$ cat config.mk
export PLATFORM = sky130hd
export DESIGN_NAME = serdes_rst_seq
export DESIGN_NICKNAME = d
export VERILOG_FILES = /design/src/rtl/serdes_rst_seq.sv
export SDC_FILE = /design/constraint.sdc
export NUM_CORES = 1
export LEC_CHECK = 0
export BUFFER_PORTS_ARGS = -buffer_cell sky130_fd_sc_hd__buf_2
export CAP_MARGIN = 10
export CORE_UTILIZATION = 46
export CTS_CLUSTER_SIZE = 28
export DETAILED_ROUTE_END_ITERATION = 10
export PLACE_DENSITY = 0.75
export SLEW_MARGIN = 20
export SYNTH_ARGS = -nofsm -noshare
export SYNTH_HDL_FRONTEND = slang
export SYNTH_SLANG_ARGS = --single-unit
$ cat constraint.sdc
create_clock -name clk -period 1.6 [get_ports clk]
set_clock_uncertainty 0.05 [all_clocks]
set_input_delay 0.08 -clock clk [delete_from_list [all_inputs] [get_ports clk]]
set_output_delay 0.08 -clock clk [all_outputs]
set_load 0.05 [all_outputs]
$ cat src/rtl/serdes_rst_seq.sv
module serdes_rst_seq #(
  parameter int CLK_MHZ = 250,
  parameter int WAIT_US = 15,
  parameter int PCS_US  = 20,
  parameter int NPAIR   = 2,
  parameter int CFG_W   = 8
) (
  input  logic                       clk,
  input  logic                       rst_n,
  input  logic                       start,
  input  logic                       pcs_start,
  input  logic [2*NPAIR*CFG_W-1:0]   cfg_in,
  output logic [2*NPAIR*CFG_W-1:0]   cfg_out,
  output logic [2*NPAIR-1:0]         pwrdn,
  output logic [NPAIR-1:0]           pll_rst,
  output logic [2*NPAIR-1:0]         lane_rst,
  output logic                       pcs_rst_n,
  output logic                       busy,
  output logic                       done
);
  localparam int LANES    = 2 * NPAIR;
  localparam int WAIT_CYC = CLK_MHZ * WAIT_US;
  localparam int PCS_CYC  = CLK_MHZ * PCS_US;
  localparam int MAXC     = (WAIT_CYC > PCS_CYC) ? WAIT_CYC : PCS_CYC;
  localparam int TW       = $clog2(MAXC + 1);
  localparam int PW       = (NPAIR > 1) ? $clog2(NPAIR) : 1;
  localparam int CW       = 2 * LANES + NPAIR;

  typedef enum logic [1:0] {S_IDLE, S_RUN, S_TAIL} state_t;

  state_t          state;
  logic [TW-1:0]   tmr;
  logic [TW-1:0]   pcnt;
  logic [PW-1:0]   pair;
  logic [1:0]      kind;
  logic [PW:0]     lbase;
  logic            last_tick;
  logic [CW-1:0]   ctl;

  assign busy      = (state != S_IDLE);
  assign lbase     = {pair, 1'b0};
  assign last_tick = (tmr == TW'(WAIT_CYC - 1));
  assign ctl       = {lane_rst, pll_rst, pwrdn};

  always_ff @(posedge clk) begin
    if (!rst_n) begin
      state    <= S_IDLE;
      tmr      <= '0;
      pair     <= '0;
      kind     <= '0;
      pwrdn    <= '1;
      pll_rst  <= '1;
      lane_rst <= '1;
      done     <= 1'b0;
    end else begin
      done <= 1'b0;
      case (state)
        S_IDLE: begin
          if (start) begin
            state    <= S_RUN;
            tmr      <= '0;
            pair     <= '0;
            kind     <= '0;
            pwrdn    <= '1;
            pll_rst  <= '1;
            lane_rst <= '1;
          end
        end
        S_RUN: begin
          if (last_tick) begin
            tmr <= '0;
            case (kind)
              2'd0:    pwrdn[lbase +: 2]    <= 2'b00;
              2'd1:    pll_rst[pair]        <= 1'b0;
              default: lane_rst[lbase +: 2] <= 2'b00;
            endcase
            if (kind == 2'd2) begin
              kind <= '0;
              if (pair == PW'(NPAIR - 1)) state <= S_TAIL;
              else                        pair  <= pair + 1'b1;
            end else begin
              kind <= kind + 1'b1;
            end
          end else begin
            tmr <= tmr + 1'b1;
          end
        end
        default: begin
          state <= S_IDLE;
          done  <= 1'b1;
        end
      endcase
    end
  end

  always_ff @(posedge clk) begin
    if (!rst_n) begin
      pcs_rst_n <= 1'b1;
      pcnt      <= '0;
    end else if (pcs_rst_n) begin
      if (pcs_start) begin
        pcs_rst_n <= 1'b0;
        pcnt      <= '0;
      end
    end else if (pcnt == TW'(PCS_CYC - 1)) begin
      pcs_rst_n <= 1'b1;
    end else begin
      pcnt <= pcnt + 1'b1;
    end
  end

  always_ff @(posedge clk) begin
    if (!rst_n) cfg_out <= '0;
    else        cfg_out <= cfg_in;
  end

  logic [TW:0] chk_low;
  always_ff @(posedge clk) begin
    if (!rst_n)          chk_low <= '0;
    else if (!pcs_rst_n) chk_low <= chk_low + 1'b1;
    else                 chk_low <= '0;
  end

  AST_RESET_STATE: assert property (@(posedge clk)
    $past(!rst_n) |-> (&ctl && pcs_rst_n && !busy && !done));
  AST_START_ALL_SET: assert property (@(posedge clk) disable iff (!rst_n)
    (start && !busy) |=> (busy && &ctl));
  AST_START_IGNORED: assert property (@(posedge clk) disable iff (!rst_n)
    (start && busy && !$past(busy)) |=> $stable(ctl));
  AST_ONE_GROUP: assert property (@(posedge clk) disable iff (!rst_n)
    $countones($past(ctl) & ~ctl) <= 2);
  AST_NO_RESET_AGAIN: assert property (@(posedge clk) disable iff (!rst_n)
    (busy && $past(busy)) |-> ((ctl & ~$past(ctl)) == '0));
  AST_DONE_PULSE: assert property (@(posedge clk) disable iff (!rst_n)
    done |=> !done);
  AST_DONE_IDLE: assert property (@(posedge clk) disable iff (!rst_n)
    done |-> (!busy && ctl == '0));
  AST_PCS_WIDTH: assert property (@(posedge clk) disable iff (!rst_n)
    $rose(pcs_rst_n) |-> (chk_low == (TW+1)'(PCS_CYC)));
  AST_PCS_NO_OVERRUN: assert property (@(posedge clk) disable iff (!rst_n)
    chk_low <= (TW+1)'(PCS_CYC));

  for (genvar p = 0; p < NPAIR; p++) begin : g_order
    AST_PLL_AFTER_PD: assert property (@(posedge clk) disable iff (!rst_n)
      !pll_rst[p] |-> (pwrdn[2*p+1:2*p] == 2'b00));
    AST_LANE_AFTER_PLL: assert property (@(posedge clk) disable iff (!rst_n)
      (lane_rst[2*p+1:2*p] != 2'b11) |-> !pll_rst[p]);
    if (p > 0) begin : g_prev
      AST_PAIR_AFTER_PREV: assert property (@(posedge clk) disable iff (!rst_n)
        (pwrdn[2*p+1:2*p] != 2'b11) |-> (lane_rst[2*p-1:2*p-2] == 2'b00));
    end
  end
endmodule

==> flow_summary.toml, run 1 <==
[status]
status = "finished clean"

[worst_setup_path]
crit_type = "reg -> reg"
critical_path.max_fanout = 7
arrival_ns = 1.73
worstSetupEndpointType = "flop"
startpoint_type = "flop"
cp.required_ns = 1.79
reg2reg_depth = 6

[timing]
worstMarginPinSlew_ns = 0.518
slew_violations = 0
maxSlewHeadroom_pct = 65.1
finalSetupTns_ns = 0
finalHoldViolations = 0
rsz0062_at_grt = "yes"
min_period_ns = 1.54
fin_crit_sh_pct = 96.5
fmax_mhz = 648
setup_viol = 0

[global_routing]
grt_max_degree = 25
grt_pass1_wl_um = 11400
gr-total-overflow = 0
first_global_vias = 2533
grt_usage_pct = 23.6
antenna_found_initial = 0

[pwr]
ir_worst_vdd_mv = 0.581
power_mw = 4.03
leakagePower_nw = 1.72
p_per_area_mw_per_mm2 = 983

[clock_network]
root_buffer = "clkbuf_8"
path_clk_slew_ns = 0.08
clkSinkCount = 71
clkLatencyLatePin_ns = 0.35
htree_levels = 3
cts_tree = "done"
cts_max_path_buffers = 2
cts_buffers = 9

[logic_synthesis]
synth_cell_types = 49
synth_top_cell_by_area = "dfxtp_1"
yosysSeqAreaShare_pct = 50.8
netlist.area_leader.share_pct = 50.8
syn_area_per_cell_sq_um = 9.45
synthTopCellsByArea = "dfxtp_1, and2_1, nand2_1"
synth_common_cells = "dfxtp_1, and2_1, nand2_1"
synth_flop_cell = "dfxtp_1"
netlist_area_sq_mm = 0.00280
async_reset_ff_share_pct = 0
synthCells = 296
synth.most_common_cell = "dfxtp_1"
yosys_warnings = 0
ys_ff_latch = 71
synth_edf_count = 0
synthesis.nets = 335

[place]
dpl.cell_count = 459
place.gp.congestion = 0.908
io_buffers = 80
place_hpwl_um = 4390

[floorplan]
die_y_um = 80.0
start_util_pct = 47.5
num_rows = 28
io_pins = 81
dieArea_sq_mm = 0.00640
core_area_sq_mm = 0.00589
dieWidth_um = 80.0

[drt]
first_pass_iters = 4
routed_wl_um = 7330
wire_per_inst_um = 14.4
drc = 0
routed_via_density = 5.18
ant_nets = 0
drt_iter0_drc = 112
num_vias = 2641

[hold_path]
min_path_type = "in -> reg"
min_path_cells = 3

[final_layout]
fin_util_pct = 69.5
area_delta_synth_final_pct = 46.4
ff_latch_area_sq_mm = 0.00144
fillers = 402
nets = 469
drive_gt1_share_pct = 38.6
final_cells = 510
antennaDiodeCount = 0
multi_input_area_sq_mm = 0.00138

[job]
cap_violations = 0
## worst max-delay path: stages (launching register included)
cell	delay (ns)
dfxtp_2	0.34
inv_2	0.04
ha_2	0.16
nor4b_4	0.25
and4_4	0.31
and3_4	0.20
a31oi_1	0.08
## routing by layer
| metal | vias to the layer above | track usage [%] | share of wire [%] |
|---|---|---|---|
| met5 | - | 0 | 0 |
| met4 | 0 | 12.7 | 1.9 |
| met3 | 11 | 5.26 | 6.4 |
| met2 | 98 | 41.2 | 49 |
| met1 | 1233 | 26.5 | 42 |
| li1 | 1299 | - | - |
## final cells by class
class,instances,share of cell area [%]
clock buffer,10,3.36
timing repair buffer,139,22.6
inverter,7,0.642
multi-input combinational,202,33.8
tap,75,2.29
clock inverter,6,2.17
sequential,71,35.2
## cell families (layout without fill, tap and decap cells)
logic type / count (synthesis) / count (layout) / share of synthesized area [%]
AO/OA/AOI/OAI: 47 / 47 / 11.2
XOR/XNOR: 9 / 9 / 2.82
adder cells (fa/ha/maj): 3 / 3 / 1.34
buffers and inverters: 23 / 162 / 4.03
flip-flops: 71 / 71 / 50.8
multiplexers: 3 / 3 / 1.07
AND/OR/NAND/NOR: 140 / 140 / 28.7
## per-stage QoR
| step | hold WS, ns | area (sq um) | setup WS [ns] |
|---|---|---|---|
| after floorplan | 0.152 | 2820 | -0.0355 |
| after global placement | 0.235 | 3400 | 0.0440 |
| after detailed placement | 0.239 | 3400 | -0.0318 |
| after CTS | 0.0414 | 3990 | -0.0225 |
| after global routing | 0.0884 | 4090 | -0.0204 |
| final | 0.0869 | 4090 | 0.0559 |
## repair_timing
item | in CTS | in global routing
pin swaps | 1 | 6
hold endpoints to repair | 32 | 0
endpoints found under the setup margin | 16 | 31
hold buffers | 32 | 0
setup buffers | 1 | 2
gates resized for setup | 5 | 33
## sequential cells by signal, summed over array words and instances, names as in the netlist
name / count
pll_rst: 2
tmr: 13
lane_rst: 2
kind: 2
pwrdn: 2
pcnt: 13
done: 1
pcs_rst_n: 1
pair: 1
state: 2
cfg_out: 32
## final timing paths
kind	from	end	slack, ns
hold reg to reg	pcnt[12]$_SDFFE_PN0P_	pcnt[12]$_SDFFE_PN0P_	0.42
hold / removal	rst_n	state[0]$_SDFFE_PN0P_	0.09
setup / recovery	tmr[1]$_SDFFE_PN0P_	pll_rst[0]$_SDFFE_PN1P_	0.06
setup reg to reg	tmr[1]$_SDFFE_PN0P_	pll_rst[0]$_SDFFE_PN1P_	0.06
## placed cells by master (no fill, tap or decap), types with 3 or more instances in the layout
| master | instances |
|---|---|
| buf_2 | 80 |
| dfxtp_1 | 57 |
| and2_1 | 33 |
| dlygate4sd3_1 | 32 |
| buf_4 | 27 |
| nand2_1 | 26 |
| nor2_1 | 19 |
| dfxtp_2 | 13 |
| o21ai_0 | 10 |
| clkbuf_8 | 10 |
| nand3_1 | 9 |
| a21oi_1 | 7 |
| nand4_1 | 6 |
| inv_1 | 6 |
| a31oi_1 | 5 |
| xor2_1 | 5 |
| nor2b_1 | 4 |
| nor4_2 | 4 |
| nand2b_1 | 4 |
| o31ai_1 | 4 |
| xnor2_1 | 4 |
| nand4b_1 | 3 |
| a21o_1 | 3 |
| and3_1 | 3 |
| mux2i_1 | 3 |
## power breakdown
group	internal, mW	switching, mW	leakage, nW
combinational	0.205	0.339	1.01
sequential	1.82	0.0259	0.589
clock	0.929	0.702	0.118
Note: power is estimated with default switching activity, not from simulation.
==> run 2: changes to the inputs <==
ABC_AREA = 1   (was default)
CORE_UTILIZATION = 47   (was 46)
PLACE_DENSITY = 0.76   (was 0.75)
==> flow_summary.toml, run 2 <==
[clock_network]
htree_levels = 3
path_clk_slew_ns = 0.08
root_buffer = "clkbuf_8"
cts_max_path_buffers = 2
clkLatencyLatePin_ns = 0.34
clkSinkCount = 71
cts_tree = "done"
cts_buffers = 9

[global_routing]
grtUsageMet2_pct = 43.6
met3_usage_pct = 9.33
first_global_vias = 2911
grt_usage_pct = 26.6
grt_pass1_wl_um = 13400
antenna_found_initial = 0
gr-usage-met1_pct = 32.2
grt_max_degree = 19
gr-total-overflow = 0
busiest_layer = "met2"

[final_layout]
area_delta_synth_final_pct = 38.0
drive_gt1_share_pct = 27.3
largest_reg_flops = 32
final_cell_mix = "nand2_1, buf_2, inv_1"
final_cells = 610
final_common_cell = "nand2_1"
top_regs = "cfg_out: 32 flops, pcnt: 13 flops, tmr: 13 flops"
antennaDiodeCount = 0
fin_util_pct = 68.7
nets = 569
fillers = 440
regMostFlops = "cfg_out"

[pwr]
p_per_area_mw_per_mm2 = 1080
leakagePower_nw = 2.05
ir_worst_vdd_mv = 0.822
power_mw = 4.46

[timing]
min_period_ns = 1.51
fmax_mhz = 660
slew_violations = 0
maxSlewHeadroom_pct = 65.2
holdWs_ns = 0.0888
setup_viol = 0
worstMarginPinSlew_ns = 0.521
finalSetupTns_ns = 0
fin_crit_sh_pct = 94.7
finalHoldViolations = 0

[drt]
drt_iter0_drc = 141
first_pass_iters = 6
drc = 0
num_vias = 3026
routed_via_density = 4.96
wire_per_inst_um = 13.9
routed_wl_um = 8470
ant_nets = 0

[logic_synthesis]
syn_area_per_cell_sq_um = 7.42
synthTopCellsByArea = "dfxtp_1, nand2_1, inv_1"
synth_flop_cell = "dfxtp_1"
synth_top_cell_by_area = "dfxtp_1"
synth_common_cells = "nand2_1, inv_1, dfxtp_1"
netlist.area_leader.share_pct = 47.4
yosys_warnings = 0
yosysSeqAreaShare_pct = 47.4
synthCells = 404
async_reset_ff_share_pct = 0
ys_ff_latch = 71
synth_cell_types = 28
synth.most_common_cell = "nand2_1"
synth_edf_count = 0
synthesis.nets = 443
netlist_area_sq_mm = 0.00300

[worst_setup_path]
crit_chain = "inv_1 -> ha_1 -> nand2_1 -> nor3_2 -> nand3_2 -> nand2_4 -> nand3b_1 -> o21ai_2 -> inv_1"
cpMostUsedCell = "inv_1"
critical_path.slowest_cell = "dfxtp_1"
worstSetupEndpointType = "flop"
crit_type = "reg -> reg"
startpoint_type = "flop"
cp.required_ns = 1.78
critical_path.max_stage_delay_ns = 0.34
critical_path.max_fanout = 5
arrival_ns = 1.70

[floorplan]
core_area_sq_mm = 0.00603
dieArea_sq_mm = 0.00670
num_rows = 28
die_y_um = 81.9
io_pins = 81
start_util_pct = 49.8
dieWidth_um = 81.9

[job]
cap_violations = 0

[place]
dpl.cell_count = 559
place.gp.congestion = 0.899
place_hpwl_um = 4570
io_buffers = 80

[hold_path]
min_path_type = "in -> reg"

[status]
status = "finished clean"
run 2: per-layer routing:
metal / part of all wire (%) / wire length, um
met2: 49 / 4150
met3: 8.7 / 738
met5: 0 / 0
met1: 40 / 3410
met4: 2.1 / 176
run 2: cells by family after synthesis:
logic type | after synthesis | synth area share, %
AO/OA/AOI/OAI | 40 | 7.30
adder cells (fa/ha/maj) | 3 | 1.25
XOR/XNOR | 5 | 1.46
flip-flops | 71 | 47.4
buffers and inverters | 88 | 12.2
AND/OR/NAND/NOR | 197 | 30.4
run 2: critical path: cells and delay by family (launching register included):
family	cells	cell delay (ns)
simple gates	5	0.56
fa+ha+maj	1	0.14
buf+inv	2	0.12
flops	1	0.34
compound gates	1	0.20
run 2: repair_timing:
| item | in CTS | in global routing |
|---|---|---|
| resized for setup | 0 | 15 |
| setup endpoints to repair | 0 | 24 |
| buffers inserted | 0 | 1 |
| endpoints found under the hold margin | 33 | 0 |
| hold buffers | 33 | 0 |
run 2: power by group:
| group | internal [mW] | total [mW] | switching, mW |
|---|---|---|---|
| Clock | 1.03 | 1.72 | 0.683 |
| Sequential | 1.85 | 1.90 | 0.0461 |
| Combinational | 0.254 | 0.843 | 0.589 |
run 2: path summary, 6_finish.rpt:
path	startpoint	cells after the start	slack, ns	end
hold / removal	rst_n	2	0.09	pcs_rst_n$_SDFF_PN1_
hold reg to reg	pwrdn[1]$_SDFFE_PN1P_	2	0.41	pwrdn[1]$_SDFFE_PN1P_
setup reg to reg	tmr[1]$_SDFFE_PN0P_	9	0.09	state[0]$_SDFFE_PN0P_
setup / recovery	tmr[1]$_SDFFE_PN0P_	9	0.09	state[0]$_SDFFE_PN0P_
run 2: layout make-up:
cell class / instances / area, sq um / share of cell area, %
sequential: 71 / 1420 / 34.4
timing repair buffer: 127 / 836 / 20.2
clock inverter: 6 / 109 / 2.63
clock buffer: 10 / 128 / 3.08
tap: 75 / 93.8 / 2.27
multi-input combinational: 246 / 1260 / 30.6
inverter: 75 / 284 / 6.86
run 2: stage by stage:
| stage | setup slack (ns) | cell area [sq um] |
|---|---|---|
| finish | 0.0852 | 4140 |
| floorplan | 0.0757 | 3000 |
| detailed placement | 0.0183 | 3510 |
| global route | -0.0337 | 4140 |
| global placement | 0.0862 | 3510 |
| CTS | 0.0186 | 4080 |
